## src/rtl/sinc3_pkg.sv

```systemverilog
package sinc3_pkg;
  typedef enum logic [1:0] {WD_A, WD_B, WD_C} widx_e;

  function automatic int acc_bits(int order, int ratio_max);
    return order * $clog2(ratio_max) + 1;
  endfunction
endpackage

```

## src/rtl/sinc3_integ.sv

```systemverilog
module sinc3_integ #(
  parameter int W     = 34,
  parameter int ORDER = 3
) (
  input  logic                clk,
  input  logic                rst_n,
  input  logic                clr,
  input  logic                en,
  input  logic signed [W-1:0] x,
  output logic signed [W-1:0] acc_nxt
);
  logic signed [W-1:0] acc [ORDER];
  logic signed [W-1:0] nxt [ORDER];

  generate
    for (genvar k = 0; k < ORDER; k++) begin : g_stage
      if (k == 0) begin : g_first
        assign nxt[k] = acc[k] + x;
      end else begin : g_rest
        assign nxt[k] = acc[k] + nxt[k-1];
      end
      always_ff @(posedge clk or negedge rst_n) begin
        if (!rst_n)      acc[k] <= '0;
        else if (clr)    acc[k] <= '0;
        else if (en)     acc[k] <= nxt[k];
      end
    end
  endgenerate

  assign acc_nxt = nxt[ORDER-1];
endmodule

```

## src/rtl/sinc3_comb.sv

```systemverilog
module sinc3_comb #(
  parameter int W     = 34,
  parameter int ORDER = 3
) (
  input  logic                clk,
  input  logic                rst_n,
  input  logic                clr,
  input  logic                en,
  input  logic signed [W-1:0] din,
  output logic signed [W-1:0] dout
);
  logic signed [W-1:0] dly [ORDER];
  logic signed [W-1:0] stg [ORDER];

  generate
    for (genvar k = 0; k < ORDER; k++) begin : g_stage
      if (k == 0) begin : g_first
        assign stg[k] = din - dly[k];
        always_ff @(posedge clk or negedge rst_n) begin
          if (!rst_n)   dly[k] <= '0;
          else if (clr) dly[k] <= '0;
          else if (en)  dly[k] <= din;
        end
      end else begin : g_rest
        assign stg[k] = stg[k-1] - dly[k];
        always_ff @(posedge clk or negedge rst_n) begin
          if (!rst_n)   dly[k] <= '0;
          else if (clr) dly[k] <= '0;
          else if (en)  dly[k] <= stg[k-1];
        end
      end
    end
  endgenerate

  assign dout = stg[ORDER-1];
endmodule

```

## src/rtl/chop_ctl.sv

```systemverilog
module chop_ctl
  import sinc3_pkg::*;
#(
  parameter int W     = 34,
  parameter int OUT_W = 24,
  parameter int CNT_W = 11
) (
  input  logic                 clk,
  input  logic                 rst_n,
  input  logic                 flush,
  input  logic                 bit_acc,
  input  logic [CNT_W-1:0]     r_len,
  input  logic signed [W-1:0]  word,
  input  logic                 res_ready,
  output logic                 decim_evt,
  output logic                 chop_out,
  output logic                 res_valid,
  output logic [OUT_W-1:0]     res_data
);
  localparam int SHIFT = W + 1 - OUT_W;

  logic [CNT_W-1:0]    cnt;
  widx_e               widx;
  logic                chop_q;
  logic                have_prev;
  logic signed [W-1:0] prev_w;
  logic signed [W-1:0] corr;
  logic signed [W:0]   sum;
  logic                settled;

  assign decim_evt = bit_acc && (cnt == r_len - CNT_W'(1));
  assign settled   = decim_evt && (widx == WD_C);
  assign corr      = chop_q ? -word : word;
  assign sum       = {prev_w[W-1], prev_w} + {corr[W-1], corr};
  assign chop_out  = chop_q;

  always_ff @(posedge clk or negedge rst_n) begin
    if (!rst_n) begin
      cnt <= '0; widx <= WD_A; chop_q <= 1'b0; have_prev <= 1'b0;
      prev_w <= '0; res_valid <= 1'b0; res_data <= '0;
    end else if (flush) begin
      cnt <= '0; widx <= WD_A; chop_q <= 1'b0; have_prev <= 1'b0;
      prev_w <= '0; res_valid <= 1'b0;
    end else begin
      if (bit_acc) cnt <= decim_evt ? '0 : cnt + CNT_W'(1);
      if (decim_evt) begin
        case (widx)
          WD_A:    widx <= WD_B;
          WD_B:    widx <= WD_C;
          default: begin
            widx      <= WD_A;
            chop_q    <= ~chop_q;
            prev_w    <= corr;
            have_prev <= 1'b1;
          end
        endcase
      end
      if (settled && have_prev) begin
        res_valid <= 1'b1;
        res_data  <= OUT_W'(sum >>> SHIFT);
      end else if (res_valid && res_ready) begin
        res_valid <= 1'b0;
      end
    end
  end

  // a held result does not move
  a_r9_hold: assert property (@(posedge clk) disable iff (!rst_n)
    res_valid && !res_ready && !flush |=> res_valid && $stable(res_data));
  // decimation counter stays inside the ratio
  a_r3_cnt_bound: assert property (@(posedge clk) disable iff (!rst_n)
    !flush |-> cnt < r_len);
  // chop moves only on a kept word or a flush
  a_r3_chop_moves: assert property (@(posedge clk) disable iff (!rst_n)
    !$stable(chop_out) |-> $past(settled) || $past(flush));
  // a result needs two kept words
  a_r6_needs_history: assert property (@(posedge clk) disable iff (!rst_n)
    $rose(res_valid) |-> $past(have_prev));
endmodule

```

## src/rtl/chop_sinc3.sv

```systemverilog
module chop_sinc3
  import sinc3_pkg::*;
#(
  parameter int SF_W    = 8,
  parameter int SF_MIN  = 13,
  parameter int OSR_MUL = 8,
  parameter int ORDER   = 3,
  parameter int OUT_W   = 24
) (
  input  logic             clk,
  input  logic             rst_n,
  input  logic             bit_valid,
  output logic             bit_ready,
  input  logic             bit_data,
  input  logic [SF_W-1:0]  sf,
  input  logic             chop_en,
  output logic             chop_out,
  output logic             res_valid,
  input  logic             res_ready,
  output logic [OUT_W-1:0] res_data
);
  localparam int OSR_SH = $clog2(OSR_MUL);
  localparam int CNT_W  = SF_W + OSR_SH;
  localparam int ACC_W  = acc_bits(ORDER, OSR_MUL * (2**SF_W - 1));

  logic [SF_W-1:0]      sf_q;
  logic                 en_q;
  logic                 flush;
  logic [SF_W-1:0]      sf_eff;
  logic [CNT_W-1:0]     r_len;
  logic                 bit_acc;
  logic                 decim_evt;
  logic signed [ACC_W-1:0] x;
  logic signed [ACC_W-1:0] integ_out;
  logic signed [ACC_W-1:0] word;

  always_ff @(posedge clk or negedge rst_n) begin
    if (!rst_n) begin
      sf_q <= SF_W'(SF_MIN);
      en_q <= 1'b1;
    end else begin
      sf_q <= sf;
      en_q <= chop_en;
    end
  end

  assign flush     = (sf != sf_q) || (chop_en != en_q);
  assign sf_eff    = (sf < SF_W'(SF_MIN)) ? SF_W'(SF_MIN) : sf;
  assign r_len     = CNT_W'(sf_eff) << OSR_SH;
  assign bit_ready = chop_en && !flush && !(res_valid && !res_ready);
  assign bit_acc   = bit_valid && bit_ready;
  assign x         = bit_data ? ACC_W'(1) : {ACC_W{1'b1}};

  sinc3_integ #(.W(ACC_W), .ORDER(ORDER)) u_integ (
    .clk(clk), .rst_n(rst_n), .clr(flush), .en(bit_acc),
    .x(x), .acc_nxt(integ_out));

  sinc3_comb #(.W(ACC_W), .ORDER(ORDER)) u_comb (
    .clk(clk), .rst_n(rst_n), .clr(flush), .en(decim_evt),
    .din(integ_out), .dout(word));

  chop_ctl #(.W(ACC_W), .OUT_W(OUT_W), .CNT_W(CNT_W)) u_ctl (
    .clk(clk), .rst_n(rst_n), .flush(flush), .bit_acc(bit_acc),
    .r_len(r_len), .word(word), .res_ready(res_ready),
    .decim_evt(decim_evt), .chop_out(chop_out),
    .res_valid(res_valid), .res_data(res_data));

  // idle after chop is disabled
  a_r8_quiet: assert property (@(posedge clk) disable iff (!rst_n)
    !chop_en && !en_q |-> !chop_out && !res_valid);
  // a flush empties output and chop phase
  a_r7_flush_clears: assert property (@(posedge clk) disable iff (!rst_n)
    flush |=> !res_valid && !chop_out);
endmodule

```

## config.mk

```make
export PLATFORM = sky130hd
export DESIGN_NAME = chop_sinc3
export DESIGN_NICKNAME = d
export VERILOG_FILES = /design/src/rtl/sinc3_pkg.sv /design/src/rtl/sinc3_integ.sv /design/src/rtl/sinc3_comb.sv /design/src/rtl/chop_ctl.sv /design/src/rtl/chop_sinc3.sv
export SDC_FILE = /design/constraint.sdc
export NUM_CORES = 1
export LEC_CHECK = 0
export BUFFER_PORTS_ARGS = -buffer_cell sky130_fd_sc_hd__buf_2
export CORE_ASPECT_RATIO = 0.5
export CORE_MARGIN = 3
export CORE_UTILIZATION = 40
export DETAILED_ROUTE_END_ITERATION = 12
export PLACE_DENSITY = 0.64
export SLEW_MARGIN = 10
export SYNTH_ARGS = -nofsm -noshare
export SYNTH_HDL_FRONTEND = slang
export SYNTH_SLANG_ARGS = --single-unit
```

## constraint.sdc

```tcl
create_clock -name clk -period 11.1 [get_ports clk]
set_clock_uncertainty 0.2 [all_clocks]
set_input_delay 2.22 -clock clk [delete_from_list [all_inputs] [get_ports clk]]
set_output_delay 2.22 -clock clk [all_outputs]
set_load 0.005 [all_outputs]
```

After elaboration in Yosys (flattened, before gate mapping)
Cells that the tools add are included.
{"block": "word_totals", "ff_bits": 287, "latch_bits": 0, "mem_bits_rw": 0, "rom_bits": 0, "input_bits": 14, "output_inout_bits": 27, "wordCells": 86, "mem_count": 0}
{"block": "op_classes", "add_sub_neg": 10, "multipliers": 0, "div": 0, "order_cmp": 1, "n_eq_ne": 6, "shift": 0, "mux": 33, "bitwise": 2, "reduce_logical": 19}
{"operator": "two-way mux 34 bit", "n": 17}
{"operator": "adder 34 bit", "n": 3}
{"operator": "subtractor 34 bit", "n": 3}
{"operator": "adder 34 x 34 -> 35 bit", "n": 1}
{"operator": "negator 34 bit", "n": 1}
{"operator": "two-way mux 11 bit", "n": 3}
{"operator": "adder 11 x 1 -> 11 bit, second input constant", "n": 1}
{"operator": "== test 11 bit", "n": 1}
{"operator": "subtractor 11 x 1 -> 11 bit, second input constant", "n": 1}
{"operator": "two-way mux 1 bit", "n": 9}
{"operator": "logical AND 1 bit", "n": 8}
{"operator": "< comparator 8 x 4 -> 1 bit, second input constant", "n": 1}
{"operator": "two-way mux 8 bit", "n": 1}
{"operator": "!= test 8 bit", "n": 1}
{"operator": "two-way mux 2 bit", "n": 2}
{"operator": "one-hot mux 2 bit (2 select lines)", "n": 1}
{"operator": "AND reduction 2 bit", "n": 2}
{"operator": "nonzero test 2 bit", "n": 2}
{"operator": "logical NOT 1 bit", "n": 3}
{"operator": "nonzero test 3 bit", "n": 1}
{"operator": "== test 2 x 1 -> 1 bit, second input constant", "n": 1}
{"operator": "== test 2 bit, second input constant", "n": 1}
{"operator": "logical NOT 2 bit", "n": 1}
{"operator": "!= test 2 x 1 -> 1 bit, second input constant", "n": 1}
{"operator": "4 further kinds", "n": 5}

Depth between registers and ports, before layout
{"block": "logic_depth", "word_depth": 12, "mapped_depth": 63}

Cells and area by module
A second synthesis with hierarchy kept.
{"block": "unflattened", "hier_cells": 2887, "hier_area_um2": 24688.7}
{"mod": "sinc3_comb", "n_inst": 1, "cells_each": 1111, "area_per_inst_um2": 9414.0, "seq_area_each_um2": 2552.4}
{"mod": "sinc3_integ", "n_inst": 1, "cells_each": 1079, "area_per_inst_um2": 9396.5, "seq_area_each_um2": 2552.4}
{"mod": "chop_ctl", "n_inst": 1, "cells_each": 656, "area_per_inst_um2": 5450.2, "seq_area_each_um2": 1851.8}
{"mod": "chop_sinc3", "n_inst": 1, "cells_each": 41, "area_per_inst_um2": 427.9, "seq_area_each_um2": 230.2}

Worst setup path after synthesis
Ideal clock, no wire load.
{"block": "synth_timing", "kind": "input -> register", "from": "input bit_data", "to": "register u_ctl.res_data[22]", "setup_ps": 134, "arrival_time_ps": 14069, "setup_slack_ps": -3303, "path_stages": 61, "n_path_buf": 1, "cell_sequence": "inv_1 -> ha_1 -> a21o_1 -> a21oi_1 -> o21bai_1 -> a21oi_1 -> o21ai_0 -> a21oi_1 -> xnor2_1 -> ha_1 -> a21o_1 -> a21oi_1 -> nand2_1 -> a21o_1 -> a21o_1 -> xor2_1 -> ha_1 -> a2111o_1 -> [25 not listed] -> a21oi_1 -> o21ai_1 -> a311oi_1 -> nor2_1 -> nor3_1 -> inv_1 -> o31ai_1 -> xnor2_1 -> ha_1 -> and2_1 -> a22o_1 -> o21ai_0 -> nand2b_1 -> a21oi_1 -> a31oi_1 -> a21oi_1 -> xor2_1 -> o21ai_0"}
{"block": "synth_via", "elab_chain_len": 10}
{"item": "start, declared", "line": "chop_sinc3.sv:14", "source": "input logic bit_data,"}
{"item": "two-way mux 34 bit *", "line": "chop_sinc3.sv:52", "source": "assign x = bit_data ? ACC_W'(1) : {ACC_W{1'b1}};"}
{"item": "adder 34 bit *", "line": "sinc3_integ.sv:18", "source": "assign nxt[k] = acc[k] + x;"}
{"item": "adder 34 bit * (2 in series)", "line": "sinc3_integ.sv:20", "source": "assign nxt[k] = acc[k] + nxt[k-1];"}
{"item": "subtractor 34 bit *", "line": "sinc3_comb.sv:18", "source": "assign stg[k] = din - dly[k];"}
{"item": "subtractor 34 bit * (2 in series)", "line": "sinc3_comb.sv:25", "source": "assign stg[k] = stg[k-1] - dly[k];"}
{"item": "negator 34 bit", "line": "chop_ctl.sv:33", "source": "assign corr = chop_q ? -word : word;"}
{"item": "two-way mux 34 bit *", "line": "chop_ctl.sv:33"}
{"item": "adder 34 x 34 -> 35 bit *", "line": "chop_ctl.sv:34", "source": "assign sum = {prev_w[W-1], prev_w} + {corr[W-1], corr};"}
{"item": "end signal, assigned", "line": "chop_ctl.sv:60", "source": "res_data <= OUT_W'(sum >>> SHIFT);"}
{"item": "end, declared", "line": "chop_ctl.sv:18", "source": "output logic [OUT_W-1:0] res_data"}
Mark *: on every way between the ends. The rest lies on a longest branch, timed or not.
A chain may end at the register's enable or synchronous reset.

Final worst setup path
{"block": "layout_timing", "from": "input bit_data", "to": "register u_ctl.res_data[21]"}
The elaborated chain is that of the path after synthesis.

==> reports/summary.log <==
[grt] met3 track demand over resource 0.0207
[floorplan] Die Outline Area 61600 sq um
[grt] Overall Global Routing Usage 0.197
[sta] number of setup violations in the final report 31
[power_and_ir_drop] VDD IR-drop max 113 uV
[clocking] number of buffers created by CTS 31
[outcome] outcome finished, violations left
[hold_path] worst hold start u_ctl.res_data[5]$_DFFE_PN0P_
[logic_synthesis] flip-flop and latch count after synthesis 287
[grt] gr busiest metal met2
[floorplan] Die X-Extent 348 microns
[logic_synthesis] Post-synth top cells nand2_1, dfrtp_1, ha_1, o21ai_0
[clocking] CTS tree yes
[logic_synthesis] cell taking the most area after synthesis dfrtp_1
[final_layout] final core utilization 0.594
[grt] met1 Usage GRT 0.274
[sta] f_max 75.8 MHz
[logic_synthesis] syn nets 3092
[clocking] clock sinks 287
[final_layout] ant diodes 0
[logic_synthesis] cells taking the most area after synthesis dfrtp_1, ha_1, xnor2_1, nand2_1, a21o_1
[critical_path] critical path fanouts, max 6
[logic_synthesis] portion of the post-synthesis area used by sequential elements 0.307
[outcome] violated checks negative setup slack
[routing] via/cell ratio 5.21
[final_layout] final design instance area without fill 33700 sq um
[grt] via count of the first global-routing pass 21993
[floorplan] Initial Util 0.413
[critical_path] critical path startpoint bit_data
[sta] unrepaired setup endpoints after global routing yes
[final_layout] Layout Cells excl Fill 4368
[grt] initial antenna violation count 0
[logic_synthesis] post-synthesis area per instance 8.26 sq um
[place] IO buf count 40
[routing] post-route antenna net violation count 0
[sta] final hold slack 0.271 ns
[job] max-cap violation count 0
[routing] starting DRC count in detailed routing 1305
[grt] global route total overflow 0
[routing] final routed wirelength across all metal layers 64.3 mm
[floorplan] height of the die 177 microns
[hold_path] path type of the worst min-delay path flip-flop to flip-flop
[floorplan] Cell Rows 61
[logic_synthesis] Post-Syn Area 23400 sq um
[place] GPL Wtd Cong 0.875
[sta] pin slew with the least headroom to its limit 0.973 ns
[logic_synthesis] number of warning messages in the yosys log 0
[routing] vias 22779
[critical_path] endpoint kind of the worst setup timing path flip-flop
[logic_synthesis] most frequent cell after synthesis nand2_1
[power_and_ir_drop] pwr/cell area 125 nW/um^2
[place] area of placed instances 29600 sq um
[critical_path] Req. time, crit path 11.36 ns
[critical_path] critical register-to-register path startpoint u_integ.acc[69]$_DFFE_PN0P_
[sta] post-layout minimum cycle time 13.19 ns
[critical_path] library cell contributing the largest single delay on the critical path a2111o_1
[place] Cells after DPL 4192
[sta] setup TNS -33.09 ns
[power_and_ir_drop] static leakage 16.7 nW
[place] final HPWL from detailed placement 43.7 mm
[clocking] clock latency on the worst-skew pair 0.59 ns
[floorplan] core footprint 56700 sq um
[logic_synthesis] fraction of registers with async set or reset after synthesis 1.00
[logic_synthesis] number of instances in the synthesized netlist 2834
[routing] # DRC 0
[grt] met2 Resource Use GR 0.332
[final_layout] Area Growth Syn to Fin 44.0%
[critical_path] startpoint-to-endpoint class of the critical path input port to flip-flop
[logic_synthesis] number of synthesized flops with an enable pin 0
[critical_path] nature of the critical path startpoint input port
[grt] maximum number of pins on one net before global-route repair 174
[clocking] CTS max path bufs 3
[clocking] CTS clk-pin slew, worst paths 0.07 ns
[sta] setup slack after layout -2.09 ns
[clocking] # H-tree levels 1
[final_layout] number of nets at the end of the flow 3846
[floorplan] I/O pins 41
[sta] final cycle utilization of the critical path 1.19
[logic_synthesis] Yosys top cell area share 0.303
[sta] headroom to the max-slew limit 0.349
[logic_synthesis] leading register cell type out of synthesis dfrtp_1
[final_layout] Fill cells 4623
[routing] detailed-routing iteration count for the pre-antenna-repair pass 6
[sta] final hold violations 0
[clocking] buffer type at the clock tree root clkbuf_16
[grt] global-route wire length before repair 104 mm
[logic_synthesis] count of different cell masters after synthesis 90
[critical_path] arrival time at the worst endpoint 13.45 ns
[final_layout] share of final-layout standard cells stronger than drive strength 1 0.353
[critical_path] biggest cell delay along the critical path 0.41 ns
[sta] final count of pins violating max slew 0
[routing] post-DR wirelength/cell 14.7 microns
-- area by class of cell --
class | instances | area, sq um | share of cell area
multi-input combinational | 2239 | 17500 | 0.519
sequential | 287 | 7190 | 0.213
timing repair buffer | 830 | 6270 | 0.186
tap | 756 | 946 | 0.0281
clock buffer | 38 | 812 | 0.0241
inverter | 199 | 752 | 0.0223
clock inverter | 19 | 229 | 0.00679
-- power by group --
group | switching (mW) | internal, mW | leakage (nW) | total, mW
Clock | 0.457 | 0.635 | 0.514 | 1.09
Sequential | 0.000972 | 1.05 | 3.99 | 1.05
Combinational | 0.981 | 1.09 | 12.2 | 2.07
Total | 1.44 | 2.77 | 16.7 | 4.21
-- metal layers --
layer / part of all wire / vias up
li1: - / 11537
met1: 0.49 / 10834
met2: 0.47 / 334
met3: 0.029 / 74
met4: 0.019 / 0
met5: 0 / -
-- sequential cells by signal (all words and copies together), names as in the netlist --
signal           count
u_comb.dly         102
u_integ.acc        102
u_ctl.prev_w        34
u_ctl.res_data      24
u_ctl.cnt           11
sf_q                 8
u_ctl.widx           2
en_q                 1
u_ctl.chop_out       1
u_ctl.have_prev      1
u_ctl.res_valid      1
-- layout by cell type, fill, tap and decap left out, drive strengths merged, types with 14 or more instances in the layout --
master,Yosys,final
xnor2,158,158
a211oi,17,17
o21a,40,40
nor3,68,68
o31ai,43,43
nor2,125,125
dfrtp,283,283
nand2,361,361
nand2b,17,17
o21ai,217,217
nand3,197,197
buf,28,830
ha,238,238
nor2b,31,31
o21bai,20,20
nand4,26,26
inv,198,197
clkbuf,81,38
a21boi,15,15
a31oi,15,15
and3,35,35
a21o,147,147
or3,14,14
a21oi,178,178
xor2,101,101
-- worst max-delay path, delay by kind of cell --
family                     cells  cell delay, ns
and+or+nand+nor               13            2.08
AOI/OAI and AO/OA             29            5.19
xor gates and xnor gates       7            1.32
buffers and inverters          7            0.72
adders and majority gates      7            1.97
-- cells by family after synthesis --
family	share of synthesized area
fa+ha+maj	0.132
buf+inv	0.0499
flops	0.307
xor+xnor	0.0994
mux	0.00187
compound gates	0.223
simple gates	0.186
-- metrics by stage --
stage	setup slack [ns]	total power [mW]
floorplan	-2.42	1.99
global placement	-2.62	2.67
detailed placement	-2.77	2.70
CTS	-1.76	3.94
global route	-2.71	4.44
finish	-2.09	4.21
-- what timing repair did --
| action | 4_1_cts | 5_1_grt |
|---|---|---|
| hold buffers | 0 | 0 |
| gates resized for setup | 152 | 245 |
| buffers inserted | 55 | 69 |
| gates cloned | 0 | 0 |
| pin swaps | 111 | 168 |
| endpoints found under the setup margin | 34 | 43 |
-- final timing paths --
check	to	slack (ns)	depth (start not counted)
setup / recovery	u_ctl.res_data[21]$_DFFE_PN0P_	-2.09	63
min in group asynchronous	u_integ.acc[70]$_DFFE_PN0P_	1.55	1
max in group asynchronous	u_ctl.res_data[12]$_DFFE_PN0P_	7.23	3
setup reg to reg	u_ctl.res_data[21]$_DFFE_PN0P_	-0.65	60
hold reg to reg	u_ctl.res_data[5]$_DFFE_PN0P_	0.27	2
hold / removal	u_ctl.res_data[5]$_DFFE_PN0P_	0.27	2
Power figures use the tool's default switching activity.
